--- src/rtl/can_ms_pkg.sv ---
package can_ms_pkg;

  localparam int unsigned REG_W   = 32;
  localparam int unsigned OFS_W   = 8;

  // Register offsets (byte addresses)
  localparam logic [OFS_W-1:0] OFS_ENA   = 8'h00;
  localparam logic [OFS_W-1:0] OFS_SEL   = 8'h04;
  localparam logic [OFS_W-1:0] OFS_STAT  = 8'h18;
  localparam logic [OFS_W-1:0] OFS_IRQ   = 8'h1C;
  localparam logic [OFS_W-1:0] OFS_ICLR  = 8'h24;
  localparam logic [OFS_W-1:0] OFS_TXID  = 8'h30;
  localparam logic [OFS_W-1:0] OFS_TXLEN = 8'h34;
  localparam logic [OFS_W-1:0] OFS_TXD1  = 8'h38;
  localparam logic [OFS_W-1:0] OFS_TXD2  = 8'h3C;
  localparam logic [OFS_W-1:0] OFS_RXID  = 8'h50;
  localparam logic [OFS_W-1:0] OFS_RXLEN = 8'h54;
  localparam logic [OFS_W-1:0] OFS_RXD1  = 8'h58;
  localparam logic [OFS_W-1:0] OFS_RXD2  = 8'h5C;

  // Bit positions
  localparam int unsigned ENA_BIT      = 1;
  localparam int unsigned IRQ_TX_BIT   = 1;
  localparam int unsigned IRQ_RX_BIT   = 4;
  localparam int unsigned ST_CFG_BIT   = 0;
  localparam int unsigned ST_LOOP_BIT  = 1;
  localparam int unsigned ST_SLEEP_BIT = 2;
  localparam int unsigned ST_NORM_BIT  = 3;
  localparam int unsigned ST_SNOOP_BIT = 12;

  localparam int unsigned SEL_W = 3;
  localparam int unsigned N_IRQ = 2;
  localparam int unsigned IRQ_TX_IDX = 0;
  localparam int unsigned IRQ_RX_IDX = 1;

  typedef enum logic [2:0] {
    OPM_CFG    = 3'd0,
    OPM_NORMAL = 3'd1,
    OPM_LOOP   = 3'd2,
    OPM_SNOOP  = 3'd3,
    OPM_SLEEP  = 3'd4
  } opmode_e;

  typedef struct packed {
    logic [REG_W-1:0] id;
    logic [REG_W-1:0] len;
    logic [REG_W-1:0] d1;
    logic [REG_W-1:0] d2;
  } frame_t;

  function automatic opmode_e sel_to_mode(input logic [SEL_W-1:0] sel);
    if (sel[1])      return OPM_LOOP;
    else if (sel[0]) return OPM_SLEEP;
    else if (sel[2]) return OPM_SNOOP;
    else             return OPM_NORMAL;
  endfunction

  function automatic logic [REG_W-1:0] mode_to_status(input opmode_e m);
    logic [REG_W-1:0] s;
    s = '0;
    case (m)
      OPM_NORMAL: s[ST_NORM_BIT]  = 1'b1;
      OPM_LOOP:   s[ST_LOOP_BIT]  = 1'b1;
      OPM_SNOOP:  s[ST_SNOOP_BIT] = 1'b1;
      OPM_SLEEP:  s[ST_SLEEP_BIT] = 1'b1;
      default:    s[ST_CFG_BIT]   = 1'b1;
    endcase
    return s;
  endfunction

endpackage

--- src/rtl/can_ms_mode_ctl.sv ---
module can_ms_mode_ctl
  import can_ms_pkg::*;
(
  input  logic             clk,
  input  logic             rst_n,
  input  logic             ena_wr_i,
  input  logic             ena_bit_i,
  input  logic             sel_wr_i,
  input  logic [SEL_W-1:0] sel_wdata_i,
  input  logic             wake_i,
  output opmode_e          mode_o,
  output logic [SEL_W-1:0] sel_o
);

  opmode_e          mode_q, mode_d;
  logic [SEL_W-1:0] sel_q, sel_d;
  logic             mode_en, sel_en;

  always_comb begin
    mode_d = mode_q;
    if (ena_wr_i) begin
      if (!ena_bit_i)
        mode_d = OPM_CFG;
      else if (mode_q == OPM_CFG)
        mode_d = sel_to_mode(sel_q);
    end else if (mode_q == OPM_SLEEP && wake_i) begin
      mode_d = OPM_NORMAL;
    end
  end

  assign mode_en = (mode_d != mode_q);
  assign sel_en  = sel_wr_i && (mode_q == OPM_CFG);
  assign sel_d   = sel_wdata_i;

  always_ff @(posedge clk or negedge rst_n) begin
    if (!rst_n)       mode_q <= OPM_CFG;
    else if (mode_en) mode_q <= mode_d;
  end

  always_ff @(posedge clk or negedge rst_n) begin
    if (!rst_n)      sel_q <= '0;
    else if (sel_en) sel_q <= sel_d;
  end

  assign mode_o = mode_q;
  assign sel_o  = sel_q;


  sel_lock_chk: assert property (@(posedge clk) disable iff (!rst_n)
    (sel_wr_i && mode_q != OPM_CFG) |=> $stable(sel_q));


  disable_to_cfg_chk: assert property (@(posedge clk) disable iff (!rst_n)
    (ena_wr_i && !ena_bit_i) |=> (mode_q == OPM_CFG));


  sleep_wake_chk: assert property (@(posedge clk) disable iff (!rst_n)
    (mode_q == OPM_SLEEP && wake_i && !ena_wr_i) |=> (mode_q == OPM_NORMAL));

endmodule

--- src/rtl/can_ms_irq.sv ---
module can_ms_irq
  import can_ms_pkg::*;
(
  input  logic             clk,
  input  logic             rst_n,
  input  logic [N_IRQ-1:0] set_i,
  input  logic [N_IRQ-1:0] clr_i,
  output logic [N_IRQ-1:0] flags_o
);

  logic [N_IRQ-1:0] flag_q;

  for (genvar g = 0; g < N_IRQ; g++) begin : g_flag
    logic flag_d, flag_en;
    assign flag_en = set_i[g] | clr_i[g];
    assign flag_d  = set_i[g];

    always_ff @(posedge clk or negedge rst_n) begin
      if (!rst_n)       flag_q[g] <= 1'b0;
      else if (flag_en) flag_q[g] <= flag_d;
    end


    set_wins_chk: assert property (@(posedge clk) disable iff (!rst_n)
      set_i[g] |=> flag_q[g]);


    clear_chk: assert property (@(posedge clk) disable iff (!rst_n)
      (clr_i[g] && !set_i[g]) |=> !flag_q[g]);
  end

  assign flags_o = flag_q;

endmodule

--- src/rtl/can_ms_rx_hold.sv ---
module can_ms_rx_hold
  import can_ms_pkg::*;
#(
  parameter int unsigned TS_W = 16
) (
  input  logic            clk,
  input  logic            rst_n,
  input  logic            lb_take_i,
  input  frame_t          lb_frame_i,
  input  logic            bus_take_i,
  input  frame_t          bus_frame_i,
  output frame_t          rx_o
);

  localparam int unsigned PAD_W = REG_W - TS_W;

  frame_t          rx_q, rx_d;
  logic [TS_W-1:0] ts_q, ts_inc;
  logic            rx_en, ts_en;

  assign ts_inc = ts_q + {{(TS_W-1){1'b0}}, 1'b1};
  assign ts_en  = bus_take_i && !lb_take_i;
  assign rx_en  = lb_take_i || bus_take_i;

  always_comb begin
    if (lb_take_i) begin
      rx_d = lb_frame_i;
    end else begin
      rx_d     = bus_frame_i;
      rx_d.len = bus_frame_i.len + {{PAD_W{1'b0}}, ts_inc};
    end
  end

  always_ff @(posedge clk or negedge rst_n) begin
    if (!rst_n)     ts_q <= '0;
    else if (ts_en) ts_q <= ts_inc;
  end

  always_ff @(posedge clk or negedge rst_n) begin
    if (!rst_n)     rx_q <= '0;
    else if (rx_en) rx_q <= rx_d;
  end

  assign rx_o = rx_q;


  ts_step_chk: assert property (@(posedge clk) disable iff (!rst_n)
    ts_en |=> (ts_q == $past(ts_q) + TS_W'(1)));


  lb_len_chk: assert property (@(posedge clk) disable iff (!rst_n)
    lb_take_i |=> (rx_q.len == $past(lb_frame_i.len) && ts_q == $past(ts_q)));

endmodule

--- src/rtl/can_mode_seq.sv ---
module can_mode_seq
  import can_ms_pkg::*;
#(
  parameter int unsigned TS_W = 16
) (
  input  logic        clk,
  input  logic        rst_n,
  input  logic        reg_wr_i,
  input  logic [7:0]  reg_waddr_i,
  input  logic [31:0] reg_wdata_i,
  input  logic [7:0]  reg_raddr_i,
  output logic [31:0] reg_rdata_o,
  output logic        tx_req_o,
  output logic [31:0] tx_id_o,
  output logic [31:0] tx_len_o,
  output logic [31:0] tx_d1_o,
  output logic [31:0] tx_d2_o,
  input  logic        tx_done_i,
  input  logic        bus_sof_i,
  input  logic        bus_rx_valid_i,
  input  logic [31:0] bus_rx_id_i,
  input  logic [31:0] bus_rx_len_i,
  input  logic [31:0] bus_rx_d1_i,
  input  logic [31:0] bus_rx_d2_i
);

  localparam int unsigned SYNC_N = 2;

  // reset: asserted asynchronously, released on the clock
  logic [SYNC_N-1:0] rst_sync_q;
  logic              rst_i_n;

  always_ff @(posedge clk or negedge rst_n) begin
    if (!rst_n) rst_sync_q <= '0;
    else        rst_sync_q <= {rst_sync_q[SYNC_N-2:0], 1'b1};
  end
  assign rst_i_n = rst_sync_q[SYNC_N-1];

  // write decode
  logic wr_ena, wr_sel, wr_iclr, wr_id, wr_len, wr_d1, wr_d2;
  assign wr_ena  = reg_wr_i && (reg_waddr_i == OFS_ENA);
  assign wr_sel  = reg_wr_i && (reg_waddr_i == OFS_SEL);
  assign wr_iclr = reg_wr_i && (reg_waddr_i == OFS_ICLR);
  assign wr_id   = reg_wr_i && (reg_waddr_i == OFS_TXID);
  assign wr_len  = reg_wr_i && (reg_waddr_i == OFS_TXLEN);
  assign wr_d1   = reg_wr_i && (reg_waddr_i == OFS_TXD1);
  assign wr_d2   = reg_wr_i && (reg_waddr_i == OFS_TXD2);

  // mode control
  opmode_e          mode;
  logic [SEL_W-1:0] sel;

  can_ms_mode_ctl u_mode (
    .clk         (clk),
    .rst_n       (rst_i_n),
    .ena_wr_i    (wr_ena),
    .ena_bit_i   (reg_wdata_i[ENA_BIT]),
    .sel_wr_i    (wr_sel),
    .sel_wdata_i (reg_wdata_i[SEL_W-1:0]),
    .wake_i      (bus_sof_i | bus_rx_valid_i),
    .mode_o      (mode),
    .sel_o       (sel)
  );

  // transmit frame registers
  frame_t tx_q;
  logic   tx_start, start_norm, lb_take;

  always_ff @(posedge clk or negedge rst_i_n) begin
    if (!rst_i_n)     tx_q.id <= '0;
    else if (wr_id)   tx_q.id <= reg_wdata_i;
  end
  always_ff @(posedge clk or negedge rst_i_n) begin
    if (!rst_i_n)     tx_q.len <= '0;
    else if (wr_len)  tx_q.len <= reg_wdata_i;
  end
  always_ff @(posedge clk or negedge rst_i_n) begin
    if (!rst_i_n)     tx_q.d1 <= '0;
    else if (wr_d1)   tx_q.d1 <= reg_wdata_i;
  end
  always_ff @(posedge clk or negedge rst_i_n) begin
    if (!rst_i_n)     tx_q.d2 <= '0;
    else if (wr_d2)   tx_q.d2 <= reg_wdata_i;
  end

  assign tx_start   = wr_d2 && (mode == OPM_NORMAL || mode == OPM_LOOP);
  assign start_norm = tx_start && (mode == OPM_NORMAL);
  assign lb_take    = tx_start && (mode == OPM_LOOP);

  // request pulse and pending flag
  logic tx_req_q, busy_q, busy_d, busy_en;

  always_ff @(posedge clk or negedge rst_i_n) begin
    if (!rst_i_n) tx_req_q <= 1'b0;
    else          tx_req_q <= start_norm;
  end

  assign busy_en = start_norm | tx_done_i;
  assign busy_d  = start_norm;

  always_ff @(posedge clk or negedge rst_i_n) begin
    if (!rst_i_n)     busy_q <= 1'b0;
    else if (busy_en) busy_q <= busy_d;
  end

  assign tx_req_o = tx_req_q;
  assign tx_id_o  = tx_q.id;
  assign tx_len_o = tx_q.len;
  assign tx_d1_o  = tx_q.d1;
  assign tx_d2_o  = tx_q.d2;

  // receive path
  frame_t lb_frame, bus_frame, rx;
  logic   bus_take;

  always_comb begin
    lb_frame    = tx_q;
    lb_frame.d2 = reg_wdata_i;
  end

  assign bus_frame = '{id: bus_rx_id_i, len: bus_rx_len_i,
                       d1: bus_rx_d1_i, d2: bus_rx_d2_i};
  assign bus_take  = bus_rx_valid_i &&
                     (mode == OPM_NORMAL || mode == OPM_SNOOP || mode == OPM_SLEEP);

  can_ms_rx_hold #(.TS_W(TS_W)) u_rx (
    .clk         (clk),
    .rst_n       (rst_i_n),
    .lb_take_i   (lb_take),
    .lb_frame_i  (lb_frame),
    .bus_take_i  (bus_take),
    .bus_frame_i (bus_frame),
    .rx_o        (rx)
  );

  // interrupt flags
  logic [N_IRQ-1:0] irq_set, irq_clr, irq_flags;

  assign irq_set[IRQ_TX_IDX] = (busy_q && tx_done_i) || lb_take;
  assign irq_set[IRQ_RX_IDX] = bus_take || lb_take;
  assign irq_clr[IRQ_TX_IDX] = wr_iclr && reg_wdata_i[IRQ_TX_BIT];
  assign irq_clr[IRQ_RX_IDX] = wr_iclr && reg_wdata_i[IRQ_RX_BIT];

  can_ms_irq u_irq (
    .clk     (clk),
    .rst_n   (rst_i_n),
    .set_i   (irq_set),
    .clr_i   (irq_clr),
    .flags_o (irq_flags)
  );

  // read mux
  logic [REG_W-1:0] status_w, irq_w, ena_w;

  assign status_w = mode_to_status(mode);

  always_comb begin
    irq_w = '0;
    irq_w[IRQ_TX_BIT] = irq_flags[IRQ_TX_IDX];
    irq_w[IRQ_RX_BIT] = irq_flags[IRQ_RX_IDX];
    ena_w = '0;
    ena_w[ENA_BIT] = (mode != OPM_CFG);
  end

  always_comb begin
    case (reg_raddr_i)
      OFS_ENA:   reg_rdata_o = ena_w;
      OFS_SEL:   reg_rdata_o = {{(REG_W-SEL_W){1'b0}}, sel};
      OFS_STAT:  reg_rdata_o = status_w;
      OFS_IRQ:   reg_rdata_o = irq_w;
      OFS_TXID:  reg_rdata_o = tx_q.id;
      OFS_TXLEN: reg_rdata_o = tx_q.len;
      OFS_TXD1:  reg_rdata_o = tx_q.d1;
      OFS_TXD2:  reg_rdata_o = tx_q.d2;
      OFS_RXID:  reg_rdata_o = rx.id;
      OFS_RXLEN: reg_rdata_o = rx.len;
      OFS_RXD1:  reg_rdata_o = rx.d1;
      OFS_RXD2:  reg_rdata_o = rx.d2;
      default:   reg_rdata_o = '0;
    endcase
  end


  status_onehot_chk: assert property (@(posedge clk) disable iff (!rst_i_n)
    $countones(status_w) == 1);


  snoop_silent_chk: assert property (@(posedge clk) disable iff (!rst_i_n)
    (mode == OPM_SNOOP) |=> (!tx_req_o && !($rose(irq_flags[IRQ_TX_IDX]))));


  cfg_no_tx_chk: assert property (@(posedge clk) disable iff (!rst_i_n)
    (mode == OPM_CFG) |=> !tx_req_o);

endmodule

--- config.mk ---
export PLATFORM = sky130hd
export DESIGN_NAME = can_mode_seq
export DESIGN_NICKNAME = d
export VERILOG_FILES = /design/src/rtl/can_ms_pkg.sv /design/src/rtl/can_ms_mode_ctl.sv /design/src/rtl/can_ms_irq.sv /design/src/rtl/can_ms_rx_hold.sv /design/src/rtl/can_mode_seq.sv
export SDC_FILE = /design/constraint.sdc
export NUM_CORES = 1
export LEC_CHECK = 0
export ABC_AREA = 1
export ABC_CLOCK_PERIOD_IN_PS = 11000
export BUFFER_PORTS_ARGS = -buffer_cell sky130_fd_sc_hd__clkbuf_2
export CORE_MARGIN = 5
export CORE_UTILIZATION = 45
export DETAILED_ROUTE_END_ITERATION = 10
export HOLD_SLACK_MARGIN = 0.05
export PLACE_DENSITY = 0.68
export SYNTH_ARGS = -nofsm -noshare
export SYNTH_HDL_FRONTEND = slang
export SYNTH_SLANG_ARGS = --single-unit
--- constraint.sdc ---
create_clock -name clk -period 11 [get_ports clk]
set_input_delay 2.2 -clock clk [delete_from_list [all_inputs] [get_ports clk]]
set_output_delay 2.2 -clock clk [all_outputs]
set_load 0.1 [all_outputs]
==> out/metrics.cfg, run 1 <==
[run_status]
outcome=finished clean

[route]
via_per_inst=5.46
wl_um=56700
drc=0
num_vias=15526
firstDrtPassIters=5
wl_per_cell_um=19.9
antenna_left=0
first_iter_violations=1201

[clock_network]
cts_root_buf=clkbuf_16
hold_buffers=0
clk_pin_slew_ps=60
cts_resized=0
cts_setup_buffers=0
cts_tree=done
htreeDepth=2
cts.path.max_buffers=3
clk_latency_ps=510
cts_buffers=34
cts.sinks=284

[worst_setup_path]
path_buf_inv=3
critPathSlowestCell=nand2_2
path_common_cell=clkbuf_2
critical_path.max_stage_delay_ps=780
crit_path_max_fanout=41
endpoint_kind=output port
cp_data_arrival_time_ps=5150
crit_type=in2out
critPathLaunchType=input port
critical_path_required_ps=8800
crit_family=simple AND/OR/NAND/NOR gates
path_cells=clkbuf_2 > or2_2 > nor2_4 > buf_4 > nand2_2 > o21ai_0 > nor2_1 > nand4_1 > clkbuf_2

[grt]
grt_max_degree=167
antenna_found_initial=1
grt_usage_pct=28.8
grt_pass1_wl_um=87800
globalRouteOverflowTotal=0
grt_pass1_vias=15393

[synthesis]
synth-warning-count=0
synth_edf_count=0
yosysSeqAreaShare_pct=45.9
synth_common_cells=nand2_1, dfrtp_1, inv_1, o21ai_0, nand3_1
synth_fp_nets=2274
syn_inst=2072
synth-seq-cells=284
ys.flop_type=dfrtp_1
netlist_area_um2=15500
synth_most_common_cell=nand2_1
ys_top_cells_by_area=dfrtp_1, nand2_1, inv_1
synth_top_cell_area_share_pct=45.9
ys_async_sr_fraction_pct=100
ys_types=39
syn_area_per_cell_um2=7.47
yosysTopAreaCell=dfrtp_1

[sta]
post-route-min-period_ps=7350
hold_slack_ps=362
setup_viol=0
rsz0062_at_grt=no
finClkSkew_ps=16.4
setup_tns_ps=0
worst_pin_slew_ps=1040
max_freq_mhz=136
post-route-period-util_pct=66.8
maxSlewViolCount=0
hold_viol_final=0
slew-limit-headroom_pct=30.1

[pwr]
cellLeakagePower_nw=9.30
powerDensity_nw_per_um2=158
ir_drop_mv=0.110
power_mw=2.93

[placed_design]
numPortBuffers=342
place_congestion=0.908
dp_cells=2786
dp_hpwl_um=38900

[job]
drv_cap=0

[floorplanning]
die_area_um2=38200
die_w_um=196
rows=68
core_area_um2=34300
die_y_um=196
start_util_pct=45.2
io_pins=343

[worst_hold_path]
min_path_type=reg2reg

[final_layout]
final_util_pct=54.1
nets=2569
layout-drive-gt1-share_pct=18.3
stdcell_count=2845
synthToLayoutAreaGrowth_pct=19.8

## layer usage
metal	wire length (µm)	track usage, %
met1	23700	38.4
met2	26900	48.4
met3	4320	4.83
met4	1790	8.90
met5	0	0
## cell families after synthesis
logic type,synth area share (%)
simple gates,26.6
compound gates,15.0
buf+inv,9.99
flops,45.9
fa+ha+maj,1.66
xor+xnor,0.792
other cells,0.0242
## report_power, final
group	switching, mW	total (mW)	internal (mW)
Clock	0.447	1.13	0.680
Combinational	0.440	0.601	0.162
Sequential	0.0697	1.21	1.14
## through the flow
| stage | setup WS [ps] | area [µm²] |
|---|---|---|
| floorplan | 2500 | 15500 |
| CTS | 3790 | 18500 |
| global route | 3570 | 18500 |
| global placement | 3810 | 17400 |
| detailed placement | 3780 | 17400 |
| finish | 3650 | 18500 |
## layout by cell type, fill, tap and decap left out, drive strengths merged, types with 2 or more instances in the layout
cell	Yosys	final
o211a	6	6
clkinv	0	4
o22ai	39	39
xnor2	5	5
a31oi	3	3
nor3	36	36
xor2	9	9
o221ai	6	6
nor4	4	4
nand3b	9	9
ha	19	19
dfrtp	284	284
buf	49	15
clkbuf	49	394
o21ai	206	206
a21oi	19	19
nor2	72	72
and2	6	6
nand2	693	693
a211oi	4	4
bufinv	0	2
o211ai	99	99
nand4	27	27
nand3	133	133
or2	7	7
inv	279	279
o21bai	6	6
## state kept, by name, summed over array words and instances, names as in the netlist
name and count:
u_rx.rx_o 128, tx_d1_o 32, tx_d2_o 32, tx_id_o 32
tx_len_o 32, u_rx.ts_q 16, u_mode.mode_o 3, u_mode.sel_o 3
rst_sync_q 2, u_irq.flags_o 2, busy_q 1, tx_req_o 1
## final timing paths
path / startpoint / endpoint / slack (ps) / cells after the start
setup / recovery: reg_raddr_i[7] / reg_rdata_o[14] / 3650 / 9
hold / removal: rst_sync_q[0]$_DFF_PN0_ / rst_sync_q[1]$_DFF_PN0_ / 360 / 0
setup reg to reg: u_mode.mode_o[1]$_DFFE_PN0P_ / u_rx.rx_o[90]$_DFFE_PN0P_ / 7450 / 11
hold reg to reg: rst_sync_q[0]$_DFF_PN0_ / rst_sync_q[1]$_DFF_PN0_ / 360 / 0
max in group asynchronous: rst_sync_q[1]$_DFF_PN0_ / tx_d1_o[5]$_DFFE_PN0P_ / 9230 / 1
min in group asynchronous: rst_sync_q[1]$_DFF_PN0_ / tx_len_o[19]$_DFFE_PN0P_ / 400 / 0
## area by class of cell
cell class	count	area, µm²
clock buffer	52	1010
clock inverter	6	103
fill	3302	15700
antenna	1	2.50
tap	455	569
inverter	279	1050
multi-input combinational	1411	6860
timing repair buffer	357	1840
sequential	284	7110
## worst register-to-register path, stage by stage, from the launching register on
cell and delay, ps:
dfrtp_1 410, inv_1 120, nor3_2 80, nand3_4 80, buf_4 710, nand2_4 440
inv_4 530, buf_4 710, nand2_1 180, o21ai_0 110, inv_1 50, nand2_1 60
Note: power is estimated with default switching activity, not from simulation.
==> inputs of run 2 (changes only) <==
--- a/config.mk
+++ b/config.mk
@@ -6,7 +6,7 @@
 export NUM_CORES = 1
 export LEC_CHECK = 0
 export ABC_AREA = 1
-export ABC_CLOCK_PERIOD_IN_PS = 11000
+export ABC_CLOCK_PERIOD_IN_PS = 7350
 export BUFFER_PORTS_ARGS = -buffer_cell sky130_fd_sc_hd__clkbuf_2
 export CORE_MARGIN = 5
 export CORE_UTILIZATION = 45
==> constraint.sdc (replaced) <==
create_clock -name clk -period 7.35 [get_ports clk]
set_input_delay 1.47 -clock clk [delete_from_list [all_inputs] [get_ports clk]]
set_output_delay 1.47 -clock clk [all_outputs]
set_load 0.1 [all_outputs]
==> run 2 against run 1 <==
- first-iteration DRC count is 1.4% lower
- clock power increased by 47%
- total power is 49% higher
- register-to-register slack worse by 3500 ps
- via count decreased by 0.26%
- design area down 0.11%
- worst setup slack lost 2200 ps
- flip-flop and latch count unchanged
- routed wire length increased by 1.8%
- sequential power grew 49%
- critical path type unchanged
==> out/metrics.cfg, run 2 (synthesis results as in run 1) <==
[run_status]
outcome=finished clean

[clock_network]
cts_tree=done
clk_pin_slew_ps=60  ; about the same
cts_root_buf=clkbuf_16
hold_buffers=0  ; unchanged
htreeDepth=2  ; unchanged
cts_buffers=34  ; unchanged
cts_setup_buffers=0  ; unchanged
cts_resized=0  ; unchanged
cts.sinks=284  ; unchanged
clk_latency_ps=520  ; about the same
cts.path.max_buffers=3  ; unchanged

[route]
firstDrtPassIters=5  ; unchanged
antenna_left=0  ; unchanged
num_vias=15486  ; -0.26%
via_per_inst=5.44  ; -0.26%
wl_per_cell_um=20.3  ; +1.8%
drc=0  ; unchanged
wl_um=57700  ; +1.8%
first_iter_violations=1184  ; -1.4%

[placed_design]
numPortBuffers=342  ; unchanged
pre_cts_ws_ps=1500  ; -2280 ps
place_congestion=0.956  ; +5.3%
dp_hpwl_um=39700  ; +1.9%

[floorplanning]
io_pins=343  ; unchanged
core_area_um2=34300  ; unchanged
die_y_um=196  ; unchanged
start_util_pct=45.2  ; unchanged
rows=68  ; unchanged
die_area_um2=38200  ; unchanged
die_w_um=196  ; unchanged

[worst_hold_path]
min_path_type=reg2async

[worst_setup_path]
ff2ff_setup_slack_ps=3920  ; -3530 ps
path_buf_inv=2  ; -1
path_common_cell=clkbuf_2
r2r_start=u_mode.mode_o[2]$_DFFE_PN0P_
critPathSlowestCell=nand2_2
critical_path.max_stage_delay_ps=800  ; +20 ps
crit_type=in2out
critPathLaunchType=input port
path_cells=clkbuf_2 > or2_2 > nor2_4 > nand2_2 > o22ai_1 > nor2_1 > nand3_1 > clkbuf_2
crit_family=simple AND/OR/NAND/NOR gates
critical_path_required_ps=5880  ; -2920 ps
endpoint_kind=output port
crit_path_max_fanout=32  ; -22%
reg2reg_depth=10  ; -1
reg2reg_to=u_rx.rx_o[95]$_DFFE_PN0P_
cp_data_arrival_time_ps=4470  ; -680 ps

[sta]
max_freq_mhz=168
post-route-period-util_pct=80.8
layout_setup_ws_ps=1410  ; -2230 ps
hold_viol_final=0  ; unchanged
slew-limit-headroom_pct=27.5  ; -2.7 points
finClkSkew_ps=15.3  ; -1.04 ps
worst_pin_slew_ps=1090  ; +43.5 ps
setup_viol=0  ; unchanged
setup_tns_ps=0  ; unchanged
rsz0062_at_grt=no
post-route-min-period_ps=5940
maxSlewViolCount=0  ; unchanged

[pwr]
powerDensity_nw_per_um2=236  ; +49%
cellLeakagePower_nw=9.29  ; about the same
ir_drop_mv=0.177  ; +61%

[final_layout]
antenna_cells=0  ; -1
layout-drive-gt1-share_pct=18.5  ; +0.20 points
nets=2569  ; unchanged
final_common_cell=nand2_1
most-common-layout-cells=nand2_1, clkbuf_2, dfrtp_1
largest_reg_flops=128  ; unchanged
synthToLayoutAreaGrowth_pct=19.6

[grt]
grt_usage_pct=29.3  ; +0.45 points
grt_pass1_vias=15400  ; +0.045%
grt_pass1_wl_um=88800  ; +1.1%
grt_max_degree=171  ; +2.4%
antenna_found_initial=0  ; -1
globalRouteOverflowTotal=0  ; unchanged

[job]
drv_cap=0  ; unchanged

## run 2: report_power, final
part	internal, mW	leakage, nW	switching [mW]
Clock	0.972	0.537	0.686
Combinational	0.243	5.07	0.669
Sequential	1.70	3.68	0.102
## run 2: layout make-up
class,instances,area [µm²]
Clock buffer,47,981
Multi-Input combinational cell,1411,6860
Fill cell,3324,15800
Tap cell,455,569
Sequential cell,284,7110
Clock inverter,12,113
Timing Repair Buffer,357,1840
Inverter,279,1050
## run 2: routing by layer
metal | global-route usage, % | vias to the layer above | part of all wire, %
met5 | 0 | - | 0
met4 | 8.07 | 0 | 2.5
met3 | 5.02 | 114 | 8.3
met2 | 49.2 | 740 | 48
met1 | 39.2 | 7307 | 41
li1 | - | 7325 | -
## run 2: metrics by stage
stage	power (mW)	cells	area (µm²)	hold slack, ps	utilization [%]
CTS	4.40	2845	18500	330	54.0
detailed placement	2.74	2786	17400	324	50.8
global route	4.56	2845	18500	367	54.0
floorplan	2.47	2072	15500	331	-
global placement	2.72	2786	17400	325	50.8
finish	4.37	2845	18500	306	54.0
## run 2: worst max-delay path by stage
| stage | startpoint | endpoint | cells past startpoint | slack (ps) |
|---|---|---|---|---|
| after global routing | reg_raddr_i[1] | reg_rdata_o[12] | 9 | 1300 |
| after detailed placement | reg_raddr_i[7] | reg_rdata_o[25] | 8 | 1500 |
| final | reg_raddr_i[7] | reg_rdata_o[25] | 8 | 1410 |
| after global placement | reg_raddr_i[7] | reg_rdata_o[25] | 8 | 1480 |
| after floorplan | reg_raddr_i[7] | reg_rdata_o[13] | 8 | 2610 |
| after CTS | reg_raddr_i[0] | reg_rdata_o[12] | 9 | 1530 |
